File: config.mk
export PLATFORM = sky130hd
export DESIGN_NAME = decim_smoother
export DESIGN_NICKNAME = d
export VERILOG_FILES = /design/src/rtl/esf_pkg.sv /design/src/rtl/esf_smooth_acc.sv /design/src/rtl/esf_decim_ctr.sv /design/src/rtl/esf_pub_stage.sv /design/src/rtl/decim_smoother.sv
export SDC_FILE = /design/constraint.sdc
export NUM_CORES = 1
export LEC_CHECK = 0
export ABC_AREA = 0
export BUFFER_PORTS_ARGS = -buffer_cell sky130_fd_sc_hd__buf_2
export CORE_MARGIN = 3
export CORE_UTILIZATION = 49
export DETAILED_ROUTE_END_ITERATION = 8
export MAX_ROUTING_LAYER = met4
export PLACE_DENSITY = 0.68
export SETUP_SLACK_MARGIN = 0.4
export SLEW_MARGIN = 20
export SYNTH_ARGS = -nofsm -noshare
export SYNTH_HDL_FRONTEND = slang
export SYNTH_SLANG_ARGS = --single-unit
File: constraint.sdc
create_clock -name clk_i -period 6.79 [get_ports clk_i]
set_input_delay 1.6975 -clock clk_i [delete_from_list [all_inputs] [get_ports clk_i]]
set_output_delay 1.6975 -clock clk_i [all_outputs]
set_load 0.01 [all_outputs]
File: src/rtl/esf_pkg.sv
package esf_pkg;
  localparam int unsigned SAMPLE_W_DEF = 12;
  localparam int unsigned ACC_W_DEF    = 32;
  localparam int unsigned FRAME_W_DEF  = 32;
  localparam int unsigned SHIFT_DEF    = 2;
  localparam int unsigned DECIM_DEF    = 4;
  localparam int          FRAME_START_DEF = -60000;
endpackage

File: src/rtl/esf_smooth_acc.sv
module esf_smooth_acc #(
  parameter int unsigned SAMPLE_W = esf_pkg::SAMPLE_W_DEF,
  parameter int unsigned ACC_W    = esf_pkg::ACC_W_DEF,
  parameter int unsigned SHIFT    = esf_pkg::SHIFT_DEF
) (
  input  logic                       clk_i,
  input  logic                       rst_ni,
  input  logic                       en_i,
  input  logic signed [SAMPLE_W-1:0] sample_i,
  output logic signed [ACC_W-1:0]    acc_next_o
);
  localparam int unsigned EXT_W = ACC_W - SAMPLE_W;

  logic signed [ACC_W-1:0] acc_q, ext, diff, step;

  assign ext  = {{EXT_W{sample_i[SAMPLE_W-1]}}, sample_i};
  assign diff = ext - acc_q;

  generate
    if (SHIFT == 0) begin : g_noshift
      assign step = diff;
    end else begin : g_shift
      assign step = diff >>> SHIFT;
    end
  endgenerate

  assign acc_next_o = acc_q + step;

  always_ff @(posedge clk_i or negedge rst_ni) begin
    if (!rst_ni)   acc_q <= '0;
    else if (en_i) acc_q <= acc_next_o;
  end
endmodule

File: src/rtl/esf_decim_ctr.sv
module esf_decim_ctr #(
  parameter int unsigned DECIM = esf_pkg::DECIM_DEF
) (
  input  logic clk_i,
  input  logic rst_ni,
  input  logic en_i,
  output logic tick_o
);
  localparam int unsigned CW = $clog2(DECIM + 1);

  generate
    if (DECIM <= 1) begin : g_every
      assign tick_o = en_i;
    end else begin : g_count
      logic [CW-1:0] cnt_q;
      assign tick_o = en_i && (cnt_q == CW'(1));
      always_ff @(posedge clk_i or negedge rst_ni) begin
        if (!rst_ni)     cnt_q <= CW'(DECIM);
        else if (tick_o) cnt_q <= CW'(DECIM);
        else if (en_i)   cnt_q <= cnt_q - CW'(1);
      end
    end
  endgenerate
endmodule

File: src/rtl/esf_pub_stage.sv
module esf_pub_stage #(
  parameter int unsigned ACC_W       = esf_pkg::ACC_W_DEF,
  parameter int unsigned FRAME_W     = esf_pkg::FRAME_W_DEF,
  parameter int          FRAME_START = esf_pkg::FRAME_START_DEF
) (
  input  logic                    clk_i,
  input  logic                    rst_ni,
  input  logic                    pub_i,
  input  logic signed [ACC_W-1:0] value_i,
  output logic signed [ACC_W-1:0] avg_o,
  output logic [FRAME_W-1:0]      frame_o,
  output logic                    publish_o
);
  logic boot_q;  // one startup publication

  always_ff @(posedge clk_i or negedge rst_ni) begin
    if (!rst_ni) begin
      boot_q    <= 1'b1;
      publish_o <= 1'b0;
      avg_o     <= '0;
      frame_o   <= FRAME_W'(FRAME_START);
    end else begin
      boot_q    <= 1'b0;
      publish_o <= boot_q | pub_i;
      if (pub_i) begin
        avg_o   <= -value_i;
        frame_o <= frame_o + FRAME_W'(1);
      end
    end
  end
endmodule

File: src/rtl/decim_smoother.sv
module decim_smoother #(
  parameter int unsigned SAMPLE_W    = esf_pkg::SAMPLE_W_DEF,
  parameter int unsigned ACC_W       = esf_pkg::ACC_W_DEF,
  parameter int unsigned FRAME_W     = esf_pkg::FRAME_W_DEF,
  parameter int unsigned SHIFT       = esf_pkg::SHIFT_DEF,
  parameter int unsigned DECIM       = esf_pkg::DECIM_DEF,
  parameter int          FRAME_START = esf_pkg::FRAME_START_DEF
) (
  input  logic                       clk_i,
  input  logic                       rst_ni,
  input  logic signed [SAMPLE_W-1:0] sample_i,
  input  logic                       sample_valid_i,
  output logic signed [ACC_W-1:0]    avg_o,
  output logic [FRAME_W-1:0]         frame_o,
  output logic                       publish_o
);
  logic signed [ACC_W-1:0] acc_next;
  logic                    tick;

  esf_smooth_acc #(.SAMPLE_W(SAMPLE_W), .ACC_W(ACC_W), .SHIFT(SHIFT)) i_acc (
    .clk_i     (clk_i),
    .rst_ni    (rst_ni),
    .en_i      (sample_valid_i),
    .sample_i  (sample_i),
    .acc_next_o(acc_next)
  );

  esf_decim_ctr #(.DECIM(DECIM)) i_ctr (
    .clk_i (clk_i),
    .rst_ni(rst_ni),
    .en_i  (sample_valid_i),
    .tick_o(tick)
  );

  esf_pub_stage #(.ACC_W(ACC_W), .FRAME_W(FRAME_W), .FRAME_START(FRAME_START)) i_pub (
    .clk_i    (clk_i),
    .rst_ni   (rst_ni),
    .pub_i    (tick),
    .value_i  (acc_next),
    .avg_o    (avg_o),
    .frame_o  (frame_o),
    .publish_o(publish_o)
  );
endmodule

Word-level counts from Yosys, hierarchy flattened

Index checks and enable logic that the tools add are counted.

Add/subtract/negate cells: 5
Eq/ne operators: 1
Mux-type cells: 2
Bitwise operators: 1
Reductions and logical operators: 2

Operator list:

| operator                                                               | count |
|---|---|
| 32-bit by 1-bit adder with 32-bit output (second input constant)       | 1 |
| 32-bit by 30-bit adder with 32-bit output                              | 1 |
| 32-bit negator                                                         | 1 |
| 12-bit by 32-bit subtractor with 32-bit output                         | 1 |
| 3-bit two-way mux                                                      | 2 |
| 3-bit by 1-bit equality test with 1-bit output (second input constant) | 1 |
| 3-bit by 1-bit subtractor with 3-bit output (second input constant)    | 1 |
| 2-bit nonzero test                                                     | 1 |
| 1-bit logical AND                                                      | 1 |
| 1-bit bitwise OR                                                       | 1 |

Flip-flop bits (word level): 101
Bits of input ports: 15
Output and inout bits: 65
Logic and storage cells: 17

Depth between registers and ports, before layout

Depth after elaboration: 3
Mapped depth: 24
Gate-level depth less buffers: 23

Cells and area by module

From an unflattened synthesis, not the netlist that was laid out.

Cells, all modules: 934
Area, all modules: 8046.5 µm²

Modules (own cells, without submodules):

| module         | times used | cells an instance | area an instance (µm²) | seq. area each (µm²) |
|---|---|---|---|---|
| esf_smooth_acc | 1          | 570               | 4369.2                 | 800.8 |
| esf_pub_stage  | 1          | 346               | 3502.1                 | 1679.1 |
| esf_decim_ctr  | 1          | 18                | 175.2                  | 76.3 |

Least setup slack after synthesis

Ideal clock, no wire load.

Path type: input-to-reg
Start point: input sample_i[4]
End point: register i_pub.avg_o[31]
Arrival: 6.793 ns
Setup slack: -0.085 ns
Cell stages on the path: 23
Path buffers: 1
Cells stage by stage: ha_1 > a21o_1 > a2111o_1 > a41o_1 > nor2b_1 > o21a_1 > o21a_1 > o21ai_0 > nand2b_1 > a21oi_1 > xnor2_1 > ha_1 > a21oi_2 > nor2_2 > or3b_4 > or4_1 > and4_4 > buf_6 > nor3_4 > nand3b_4 > or2_4 > or4b_1 > a31oi_1

Longest elaborated chain between the ends: 3

RTL lines:

| what                                           | line                 | text |
|---|---|---|
| from (decl)                                    | decim_smoother.sv:11 | `input logic signed [SAMPLE_W-1:0] sample_i,` |
| 12-bit by 32-bit subtractor with 32-bit output | esf_smooth_acc.sv:17 | `assign diff = ext - acc_q;` |
| 32-bit by 30-bit adder with 32-bit output      | esf_smooth_acc.sv:27 | `assign acc_next_o = acc_q + step;` |
| 32-bit negator                                 | esf_pub_stage.sv:26  | `avg_o <= -value_i;` |
| to (signal assigned)                           | esf_pub_stage.sv:26  |  |
| to (decl)                                      | esf_pub_stage.sv:10  | `output logic signed [ACC_W-1:0] avg_o,` |

No other way between the ends.
A chain may end at the register's enable or synchronous reset.

Worst setup path after layout

Ends and elaborated chain as after synthesis.

==> results by group <==
Synth
  • Share of the yosys chip area belonging to registers: 0.325
  • Library cell with the largest summed area after synthesis: dfrtp_1
  • Post-synthesis instance area: 7860 um2
  • Cell with the most instances after synthesis: nand2_1
  • Syn Nets: 1,008
  • Avg Cell Area, Syn: 8.47 um2
  • Commonest cells post-synth: 114 x nand2_1, 78 x dfrtp_1, 74 x nor2_1, 71 x xnor2_1, 69 x o21ai_0
  • Gate Count Post-Synth: 927
  • Area contributors post-synth: dfrtp_1 25%, ha_1 10%, xnor2_1 7.9%
  • Register bit count reported by yosys: 101
  • Netlist cell types: 82
  • Yosys warning total: 0
  • Dominant synthesized flop cell: dfrtp_1
  • Number of flops mapped to enable cells by yosys: 0
  • Area share of the largest cell type after synthesis: 0.248
  • Fraction of synthesis flops using an asynchronous set or reset pin: 1.00

Routing
  • DRC violations left: 0
  • Number of optimization iterations in the first detailed-route pass: 5
  • Wire length per cell: 15.5 um
  • Overall routed net length: 19,800 um
  • Vias after detailed routing: 7,152
  • Number of vias per cell after detailed routing: 5.59
  • Antenna viol nets, final: 0
  • Detailed Route Iter0 Violations: 502

Global route
  • Global-route wire length before repair: 32,800 um
  • Via count of the first global-routing pass: 6,722
  • GRT Max-Usage Layer: met2
  • Met3 layer usage reported by global route: 0.0297
  • Met1 capacity usage during global routing: 0.335
  • Met2 Resource Use GR: 0.340
  • Global-route congestion overflow total: 0
  • Maximum number of pins on one net before global-route repair: 68
  • Number of antenna violations at the first check in global routing: 1
  • Overall fraction of global-route tracks in use: 0.231

Worst setup path
  • Buffers & Inverters on Critical Path: 2
  • Endpoint arrival time on the critical path: 6.65 ns
  • Crit path kind: in2reg
  • Cell type group with the largest total delay on the critical path: compound AO/OA/AOI/OAI gates
  • R2r setup slk: 1.39 ns
  • Worst setup EP type: flip-flop
  • Stage delay of the slowest cell on the critical path: 0.45 ns
  • Standard cell with the maximum stage delay on the critical path: or4b_1
  • Critical Path, Cell by Cell: buf_6 > ha_4 > a21o_1 > a2111o_1 > a41o_1 > buf_4 > a21oi_1 > a21boi_1 > o21ai_0 > a21boi_2 > o31a_1 > nor2_1 > xnor2_1 > ha_1 > a2111o_1 > or3_1 > o21ai_0 > a31oi_1 > o211a_1 > nor3_1 > or4b_1 > a31oi_1
  • CP startpoint kind: input pin
  • CP Depth: 22
  • Largest fanout of any net on the critical path: 8
  • Length in cells of the worst reg-to-reg path: 22
  • Data required time of the critical path: 7.07 ns

STA
  • Hold Fails Final Rpt: 0
  • Max Transition Viols Final: 0
  • Min Tclk post-route: 6.37 ns
  • Worst Clk Skew: 0.0151 ns
  • Final count of negative-setup-slack endpoints: 0
  • RSZ-0062 raised after global routing: true
  • Tightest Pin Transition: 0.699 ns
  • Setup ws final: 0.417 ns
  • Max Clock Freq: 0.157 GHz
  • Setup TNS: 0 ns
  • Final period util: 0.939
  • Relative slew margins: 0.534

Floorplan
  • Number of ports placed on the die boundary: 80
  • Area of the core: 15,400 um2
  • Die ar.: 17,600 um2
  • Total number of placement rows: 45
  • Die Y-Extent: 133 um
  • Initial Util: 0.509
  • Die W: 133 um

Job
  • Max-cap violations: 0

Clock network
  • H-tree levels: 3
  • Buffer depth of the longest clock path: 2
  • Clock latency of the later-clocked register in the worst-skew pair: 0.36 ns
  • CTS Sinks: 101
  • Clock edge transition at the registers on the reported setup and hold paths: 0.08 ns
  • Number of buffers created by CTS: 9
  • Buffer type at the clock tree root: clkbuf_16
  • Clock tree from TritonCTS: built

Min path
  • Worst hold stages: 2
  • Worst min-delay path class: reg2reg

Cells and area
  • Post-Route Utilization: 0.618
  • Signed area change from the synthesized netlist to the final layout: 21.3%
  • Final net count: 1,144
  • Share of cells above drive strength 1: 0.243
  • Total area of sequential cells: 2560 um2
  • Final instance area: 9530 um2
  • Number of fill cells in the layout: 1,367
  • Area taken by multi-input logic gates: 5240 um2

Run status
  • Status: finished, final reports clean

Placed design
  • Placed standard-cell area: 8870 um2
  • Detailed placement HPWL: 15,100 um
  • # port buffers: 79
  • Final GP Congestion: 0.930
  • Setup slack after placement: -0.129 ns
worst paths after layout:
| kind | from | endpoint |
|---|---|---|
| max | sample_i[4] | i_pub.avg_o[31]$_DFFE_PN0P_ |
| min | i_pub.avg_o[18]$_DFFE_PN0P_ | i_pub.avg_o[18]$_DFFE_PN0P_ |
| max reg2reg | i_acc.acc_q[4]$_DFFE_PN0P_ | i_pub.avg_o[31]$_DFFE_PN0P_ |
| min reg2reg | i_pub.avg_o[18]$_DFFE_PN0P_ | i_pub.avg_o[18]$_DFFE_PN0P_ |
| max in group asynchronous | rst_ni | i_pub.avg_o[25]$_DFFE_PN0P_ |
| min in group asynchronous | rst_ni | i_ctr.g_count.cnt_q[1]$_DFFE_PN0P_ |
cell usage in the layout, fill, tap and decap left out, types with 6 or more instances in the layout:
cell type / instances
buf_4: 73
buf_2: 77
ha_1: 62
nand2_1: 112
o211ai_1: 8
a21oi_2: 13
nand3_1: 37
a21oi_1: 34
and2_1: 7
nor3_1: 20
o21ai_1: 17
nand4_1: 13
nor2_1: 73
o21ai_0: 64
a21boi_0: 6
dfrtp_1: 78
a211oi_1: 7
o21a_1: 11
and3_1: 8
a31oi_1: 9
xnor2_1: 69
clkbuf_16: 9
inv_1: 46
nor4_1: 8
nand2b_1: 8
a21o_1: 16
dfstp_2: 23
xor2_1: 23
registers in the layout, indices dropped and copies added, names as in the netlist:
| name | cells |
|---|---|
| i_pub.boot_q | 1 |
| i_acc.acc_q | 32 |
| i_pub.avg_o | 32 |
| i_pub.publish_o | 1 |
| i_pub.frame_o | 32 |
| i_ctr.g_count.cnt_q | 3 |
repair_timing:
action / in CTS / in global routing
cloned: 0 / 0
setup endpoints to repair: 6 / 18
buffers inserted: 9 / 6
hold buffers: 0 / 0
pin swaps: 12 / 18
gates resized for setup: 7 / 41
routing by layer:
metal  part of all wire  vias to the layer above  routed length, um
met4              0.014                        0                276
li1                   -                     3587                  -
met3              0.052                       20               1030
met2               0.43                      168               8540
met5                  0                        -                  0
met1               0.50                     3377               9960
final cells by class:
cell class,instances,area share
Timing Repair Buffer,153,0.101
Inverter,46,0.0181
Antenna cell,1,0.000263
Tap cell,211,0.0277
Clock inverter,6,0.00906
Multi-Input combinational cell,752,0.550
Clock buffer,10,0.0251
Sequential cell,101,0.268
worst register-to-register path: stages (launching register included):
cell	delay, ns
dfrtp_1	0.39
inv_1	0.10
ha_4	0.21
a21o_1	0.16
a2111o_1	0.37
a41o_1	0.24
buf_4	0.15
a21oi_1	0.34
a21boi_1	0.15
o21ai_0	0.29
a21boi_2	0.11
o31a_1	0.30
nor2_1	0.13
xnor2_1	0.16
ha_1	0.35
a2111o_1	0.44
or3_1	0.35
o21ai_0	0.08
a31oi_1	0.08
o211a_1	0.15
nor3_1	0.20
or4b_1	0.45
a31oi_1	0.14
stage by stage:
| stage | hold slack, ns | instances |
|---|---|---|
| floorplan | 0.465 | 927 |
| global placement | 0.456 | 1248 |
| detailed placement | 0.469 | 1248 |
| CTS | 0.486 | 1273 |
| global route | 0.506 | 1280 |
| finish | 0.483 | 1280 |
kinds of logic after synthesis:
| group | Yosys count | synth area share |
|---|---|---|
| muxes | 6 | 0.00796 |
| adders and majority gates | 66 | 0.106 |
| DFF | 101 | 0.325 |
| AOI/OAI and AO/OA | 236 | 0.193 |
| xor gates and xnor gates | 95 | 0.107 |
| buffers and inverters | 74 | 0.0384 |
| and+or+nand+nor | 348 | 0.222 |
| other | 1 | 0.000477 |
Power is not shown: default switching activity piles up to over one toggle a cycle in this logic, so the estimate is an artifact.
